### config.mk
export PLATFORM = sky130hd
export DESIGN_NAME = ret_stack_irq_gate
export DESIGN_NICKNAME = d
export VERILOG_FILES = /design/src/rtl/rs_pkg.sv /design/src/rtl/rs_store.sv /design/src/rtl/rs_ptr_ctrl.sv /design/src/rtl/rs_irq_gate.sv /design/src/rtl/ret_stack_irq_gate.sv
export SDC_FILE = /design/constraint.sdc
export NUM_CORES = 1
export LEC_CHECK = 0
export BUFFER_PORTS_ARGS = -buffer_cell sky130_fd_sc_hd__buf_2
export CAP_MARGIN = 5
export CORE_MARGIN = 2
export CORE_UTILIZATION = 30
export DETAILED_ROUTE_END_ITERATION = 7
export GPL_ROUTABILITY_DRIVEN = 0
export PLACE_DENSITY = 0.52
export SLEW_MARGIN = 10
export SYNTH_ARGS = -nofsm -noshare
export SYNTH_HDL_FRONTEND = slang
export SYNTH_HIERARCHICAL = 1
export SYNTH_SLANG_ARGS = --single-unit
### constraint.sdc
create_clock -name clk -period 5.97 [get_ports clk]
set_input_delay 0.2985 -clock clk [delete_from_list [all_inputs] [get_ports clk]]
set_output_delay 0.2985 -clock clk [all_outputs]
set_load 0.005 [all_outputs]
### src/rtl/rs_pkg.sv
package rs_pkg;

   // Operation applied to the stack in one cycle
   typedef enum logic [1:0] {
      OP_IDLE = 2'b00,
      OP_POP  = 2'b01,
      OP_PUSH = 2'b10,
      OP_SWAP = 2'b11
   } stack_op_e;

   function automatic stack_op_e op_decode(input logic push, input logic pop);
      return stack_op_e'({push, pop});
   endfunction

endpackage

### src/rtl/rs_store.sv
module rs_store #(
   parameter int unsigned ADDR_W         = 11,
   parameter int unsigned DEPTH          = 6,
   parameter bit          CLEAR_ON_RESET = 1'b1,
   localparam int unsigned PTR_W         = (DEPTH > 1) ? $clog2(DEPTH) : 1
) (
   input  logic              clk,
   input  logic              rst_n,
   input  logic              wr_en_i,
   input  logic [PTR_W-1:0]  wr_idx_i,
   input  logic [ADDR_W-1:0] wr_data_i,
   input  logic [PTR_W-1:0]  rd_idx_i,
   output logic [ADDR_W-1:0] rd_data_o
);

   logic [ADDR_W-1:0] slot_q [DEPTH];

   for (genvar gi = 0; gi < DEPTH; gi++) begin : g_slot
      logic hit;
      assign hit = wr_en_i && (wr_idx_i == PTR_W'(gi));
      if (CLEAR_ON_RESET) begin : g_rst
         always_ff @(posedge clk or negedge rst_n) begin
            if (!rst_n) begin
               slot_q[gi] <= '0;
            end else if (hit) begin
               slot_q[gi] <= wr_data_i;
            end
         end
      end else begin : g_norst
         always_ff @(posedge clk) begin
            if (hit) begin
               slot_q[gi] <= wr_data_i;
            end
         end
         logic unused_rst;
         assign unused_rst = rst_n;
      end
   end

   assign rd_data_o = slot_q[rd_idx_i];

endmodule

### src/rtl/rs_ptr_ctrl.sv
module rs_ptr_ctrl
   import rs_pkg::*;
#(
   parameter int unsigned DEPTH  = 6,
   localparam int unsigned PTR_W = (DEPTH > 1) ? $clog2(DEPTH) : 1,
   localparam int unsigned CNT_W = $clog2(DEPTH + 1)
) (
   input  logic             clk,
   input  logic             rst_n,
   input  logic             push_i,
   input  logic             pop_i,
   output logic             wr_en_o,
   output logic [PTR_W-1:0] wr_idx_o,
   output logic [PTR_W-1:0] rd_idx_o,
   output logic [CNT_W-1:0] count_o,
   output logic             full_o,
   output logic             empty_o,
   output logic             underflow_o
);

   localparam logic [PTR_W-1:0] LAST_IDX = PTR_W'(DEPTH - 1);
   localparam logic [CNT_W-1:0] CNT_MAX  = CNT_W'(DEPTH);

   function automatic logic [PTR_W-1:0] wrap_inc(input logic [PTR_W-1:0] x);
      return (x == LAST_IDX) ? '0 : x + 1'b1;
   endfunction

   function automatic logic [PTR_W-1:0] wrap_dec(input logic [PTR_W-1:0] x);
      return (x == '0) ? LAST_IDX : x - 1'b1;
   endfunction

   logic [PTR_W-1:0] wptr_q, wptr_d;
   logic [CNT_W-1:0] cnt_q, cnt_d;
   logic [PTR_W-1:0] top_idx;
   stack_op_e        op;

   assign op      = op_decode(push_i, pop_i);
   assign top_idx = wrap_dec(wptr_q);
   assign full_o  = (cnt_q == CNT_MAX);
   assign empty_o = (cnt_q == '0);

   always_comb begin
      wptr_d      = wptr_q;
      cnt_d       = cnt_q;
      wr_en_o     = 1'b0;
      wr_idx_o    = wptr_q;
      underflow_o = 1'b0;
      unique case (op)
         OP_PUSH: begin
            // when full, wptr_q addresses the oldest slot: overwrite it
            wr_en_o = 1'b1;
            wptr_d  = wrap_inc(wptr_q);
            cnt_d   = full_o ? cnt_q : cnt_q + 1'b1;
         end
         OP_POP: begin
            if (empty_o) begin
               underflow_o = 1'b1;
            end else begin
               wptr_d = top_idx;
               cnt_d  = cnt_q - 1'b1;
            end
         end
         OP_SWAP: begin
            wr_en_o = 1'b1;
            if (empty_o) begin
               underflow_o = 1'b1;
               wptr_d      = wrap_inc(wptr_q);
               cnt_d       = CNT_W'(1);
            end else begin
               wr_idx_o = top_idx;
            end
         end
         default: ;
      endcase
   end

   always_ff @(posedge clk or negedge rst_n) begin
      if (!rst_n) begin
         wptr_q <= '0;
         cnt_q  <= '0;
      end else begin
         wptr_q <= wptr_d;
         cnt_q  <= cnt_d;
      end
   end

   assign rd_idx_o = top_idx;
   assign count_o  = cnt_q;

endmodule

### src/rtl/rs_irq_gate.sv
module rs_irq_gate (
   input  logic clk,
   input  logic rst_n,
   input  logic req_i,
   input  logic en_i,
   input  logic room_i,
   input  logic busy_i,
   output logic ack_o
);

   logic pend_q;

   assign ack_o = pend_q && en_i && room_i && !busy_i;

   always_ff @(posedge clk or negedge rst_n) begin
      if (!rst_n) begin
         pend_q <= 1'b0;
      end else begin
         pend_q <= (pend_q && !ack_o) || req_i;
      end
   end

endmodule

### src/rtl/ret_stack_irq_gate.sv
module ret_stack_irq_gate #(
   parameter int unsigned ADDR_W         = 11,
   parameter int unsigned DEPTH          = 6,
   parameter bit          CLEAR_ON_RESET = 1'b1
) (
   input  logic              clk,
   input  logic              rst_n,
   input  logic              call_i,
   input  logic              ret_i,
   input  logic [ADDR_W-1:0] pc_i,
   input  logic              irq_req_i,
   input  logic              irq_en_i,
   output logic [ADDR_W-1:0] ret_addr_o,
   output logic              irq_ack_o,
   output logic              full_o,
   output logic              empty_o,
   output logic              underflow_o
);

   localparam int unsigned PTR_W = (DEPTH > 1) ? $clog2(DEPTH) : 1;
   localparam int unsigned CNT_W = $clog2(DEPTH + 1);

   if (DEPTH < 2) begin : g_bad_depth
      $error("ret_stack_irq_gate: DEPTH must be at least 2");
   end
   if (ADDR_W < 1 || ADDR_W > 32) begin : g_bad_width
      $error("ret_stack_irq_gate: ADDR_W must be 1..32");
   end

   logic             push_any;
   logic             wr_en;
   logic [PTR_W-1:0] wr_idx;
   logic [PTR_W-1:0] rd_idx;
   logic [CNT_W-1:0] occ;

   rs_irq_gate u_gate (
      .clk    (clk),
      .rst_n  (rst_n),
      .req_i  (irq_req_i),
      .en_i   (irq_en_i),
      .room_i (!full_o),
      .busy_i (call_i || ret_i),
      .ack_o  (irq_ack_o)
   );

   assign push_any = call_i || irq_ack_o;

   rs_ptr_ctrl #(.DEPTH(DEPTH)) u_ptr (
      .clk         (clk),
      .rst_n       (rst_n),
      .push_i      (push_any),
      .pop_i       (ret_i),
      .wr_en_o     (wr_en),
      .wr_idx_o    (wr_idx),
      .rd_idx_o    (rd_idx),
      .count_o     (occ),
      .full_o      (full_o),
      .empty_o     (empty_o),
      .underflow_o (underflow_o)
   );

   rs_store #(
      .ADDR_W         (ADDR_W),
      .DEPTH          (DEPTH),
      .CLEAR_ON_RESET (CLEAR_ON_RESET)
   ) u_store (
      .clk       (clk),
      .rst_n     (rst_n),
      .wr_en_i   (wr_en),
      .wr_idx_i  (wr_idx),
      .wr_data_i (pc_i),
      .rd_idx_i  (rd_idx),
      .rd_data_o (ret_addr_o)
   );

endmodule

==> impl_results.md <==
- Status: finished, final reports clean
- CP max stage cell: nor3b_2
- Endpoints failing hold: 0
- # setup viols final: 0
- Sequential element share of the synthesized area: 49.4%
- CTS Hold Bufs: 0
- Row count: 40
- Area Growth Syn to Fin: 15.3%
- Pwr Density: 617 nW/um2
- Post-synth EDFFs: 0
- Async set-or-reset flop fraction in the synthesized netlist: 100%
- Clock sinks: 73
- Core Area: 12000 um2
- Setup TNS: 0 ns
- 1st-iter DRT viols: 86
- Ports: 32
- Post_cts resized: 0
- CTS tree: done
- Dpl hpwl: 4860 um
- DIE WIDTH: 115 um
- Slew Viols, Final: 0
- RSZ-0062 raised after global routing: false
- Arrival @ worst endpoint: 3.99 ns
- Crit path max fanout: 11
- Leak Pwr: 1.86 nW
- Die Span Y: 115 um
- First-pass GRT wire length: 12900 um
- Period Utilization, post-route: 63.3%
- Crit Path Category: reg2reg
- Vias: 2335
- Post-synth top flop: dfrtp_1
- Post-synth cell types: 40
- Critical path required time: 6.18 ns
- Max incr delay on CP: 1.01 ns
- CP endpoint kind: flip-flop
- Reg clk slew, reported paths: 0.06 ns
- Mean Syn Cell Area: 12.9 um2
- Fmax: 0.265 GHz
- Design Area, Final: 4270 um2
- CTS root buf: clkbuf_16
- First-pass DRT Iterations: 4
- Syn_nets: 310
- Gr usage total: 12.8%
- Power Total: 2.63 mW
- Fillers: 1199
- #FFs+latches synth: 73
- Post-DR wirelength/cell: 17.0 um
- H-tree level count: 3
- Ys Warns: 6
- Routed wire length: 7890 um
- Max cap viols: 0
- Final Critical Period: 3.78 ns
- Synth Cell Area: 3700 um2
- Clk Latency, worst-skew pair: 0.33 ns
- Die area: 13200 um2
- Hold Crit Class: in2reg
- Final net count: 338
- Initial Util: 30.8%
- GR Overflow Total: 0
- Num CTS Buffers: 9
- CTS Buffer Depth: 2
- Slew margin rel.: 25.0%
- Startpoint types: flip-flop
- Post-CTS setup buffer count: 0
- Layout cells sized above 1: 36.2%
- Port Buf Inserts: 31
- Antenna violations before repair: 0
- Number of global-route vias before repair: 2352
- Worst vdd ir: 0.221 mV
- Post-Route Skew: 0.00730 ns
- ANT nets after route: 0
- Tightest Pin Transition: 1.12 ns
- Count of mapped cells out of synthesis: 287
- Via density per instance: 5.02
- Placed instance area: 3970 um2
- Largest net degree at the start of global routing: 74
- Drc violations: 0
- CP cell instances: and3b_2 > inv_1 > and4b_1 > or2_1 > ha_1 > nand2_1 > o21ai_0 > nor3b_2 > mux2_2
- Antenna Cells: 0
-- registers in the layout, indices dropped and copies added, names as in the netlist --
signal          count
u_ptr/count_o       3
u_gate/pend_q       1
u_ptr/wptr_q        3
u_store/slot_q     66
-- worst max-delay path: cells and delay by family (launching register included) --
kind | cells | cell delay, ns
compound gates | 1 | 0.61
fa+ha+maj | 1 | 0.34
buf+inv | 1 | 0.06
flops | 1 | 0.44
mux | 1 | 0.42
simple gates | 5 | 1.78
-- cells in the mapped netlist, types with 2 or more instances --
master,n,area [um2]
mux2i_1,34,340
nand2_1,10,37.5
o21ai_0,16,80.1
buf_2,6,30.0
a21oi_1,3,15.0
ha_1,6,75.1
nor3b_2,2,25.0
buf_4,5,37.5
or2_1,2,12.5
mux2_2,59,664
inv_1,5,18.8
mux2_1,10,113
nand4b_1,2,17.5
a31oi_1,3,18.8
buf_6,2,22.5
xnor2_1,2,17.5
o32a_1,11,110
nand2b_1,4,25.0
nor2_1,7,26.3
nor3_1,2,10.0
clkbuf_1,5,18.8
dfrtp_1,73,1830
-- through the flow --
| step | hold WS (ns) | instances | util (%) | setup slack (ns) |
|---|---|---|---|---|
| floorplan | 0.00291 | 287 | - | 3.03 |
| global placement | 0.473 | 451 | 33.0 | 2.26 |
| detailed placement | 0.485 | 451 | 33.0 | 2.20 |
| CTS | 0.156 | 465 | 35.5 | 2.19 |
| global route | 0.168 | 465 | 35.5 | 1.85 |
| finish | 0.163 | 465 | 35.5 | 2.19 |
-- layout by cell type (no fill, tap or decap), drive strengths merged, types with 2 or more instances in the layout --
| cell type | netlist | routed |
|---|---|---|
| nand2b | 5 | 5 |
| o32a | 11 | 11 |
| nand2 | 10 | 10 |
| nor2 | 7 | 7 |
| bufinv | 0 | 2 |
| buf | 13 | 35 |
| mux2 | 69 | 69 |
| mux2i | 34 | 34 |
| nor3b | 3 | 3 |
| o21ai | 16 | 16 |
| xnor2 | 2 | 2 |
| nand4b | 2 | 2 |
| or2 | 3 | 3 |
| a21oi | 3 | 3 |
| dfrtp | 73 | 73 |
| clkbuf | 5 | 11 |
| nor3 | 3 | 3 |
| ha | 6 | 6 |
| a31oi | 3 | 3 |
| inv | 6 | 6 |
-- kinds of logic (layout without fill, tap and decap cells) --
kind of cell,count (synthesis),after routing,synth area share (%)
flip-flops,73,73,49.4
buffers and inverters,24,55,3.62
multiplexers,103,103,30.2
AND/OR/NAND/NOR,38,38,6.19
adder cells (fa/ha/maj),6,6,2.03
AO/OA/AOI/OAI,40,40,7.88
XOR/XNOR,3,3,0.710
-- routing by layer --
metal / global-route usage [%] / part of all wire, %
met5: 0 / 0
met4: 5.06 / 1.5
met3: 2.37 / 2.1
met2: 20.4 / 47
met1: 17.4 / 50
-- area by class of cell --
cell class	instances	area, um2	share of cell area, %
Clock inverter	3	67.6	1.58
Inverter	6	25.0	0.587
Tap cell	147	184	4.31
Clock buffer	11	233	5.46
Multi-Input combinational cell	190	1740	40.9
Timing Repair Buffer	35	185	4.34
Sequential cell	73	1830	42.8
-- final timing paths --
| kind | from | to | slack [ns] | cells past startpoint |
|---|---|---|---|---|
| worst min-delay path | irq_en_i | u_gate/pend_q | 0.16 | 2 |
| worst max register to register | u_ptr/count_o[1] | u_store/slot_q[19] | 2.19 | 9 |
| worst min register to register | u_store/slot_q[28] | u_store/slot_q[28] | 0.49 | 1 |
| worst max-delay path | u_ptr/count_o[1] | u_store/slot_q[19] | 2.19 | 9 |
| min in group asynchronous | rst_n | u_store/slot_q[45] | 0.18 | 2 |
| max in group asynchronous | rst_n | u_store/slot_q[25] | 5.17 | 2 |
-- where the power goes --
| group | switching [mW] | leakage [nW] | internal (mW) |
|---|---|---|---|
| clock | 0.194 | 0.142 | 0.361 |
| sequential | 0.143 | 0.872 | 0.746 |
| combinational | 0.583 | 0.851 | 0.604 |
Power figures use the tool's default switching activity.
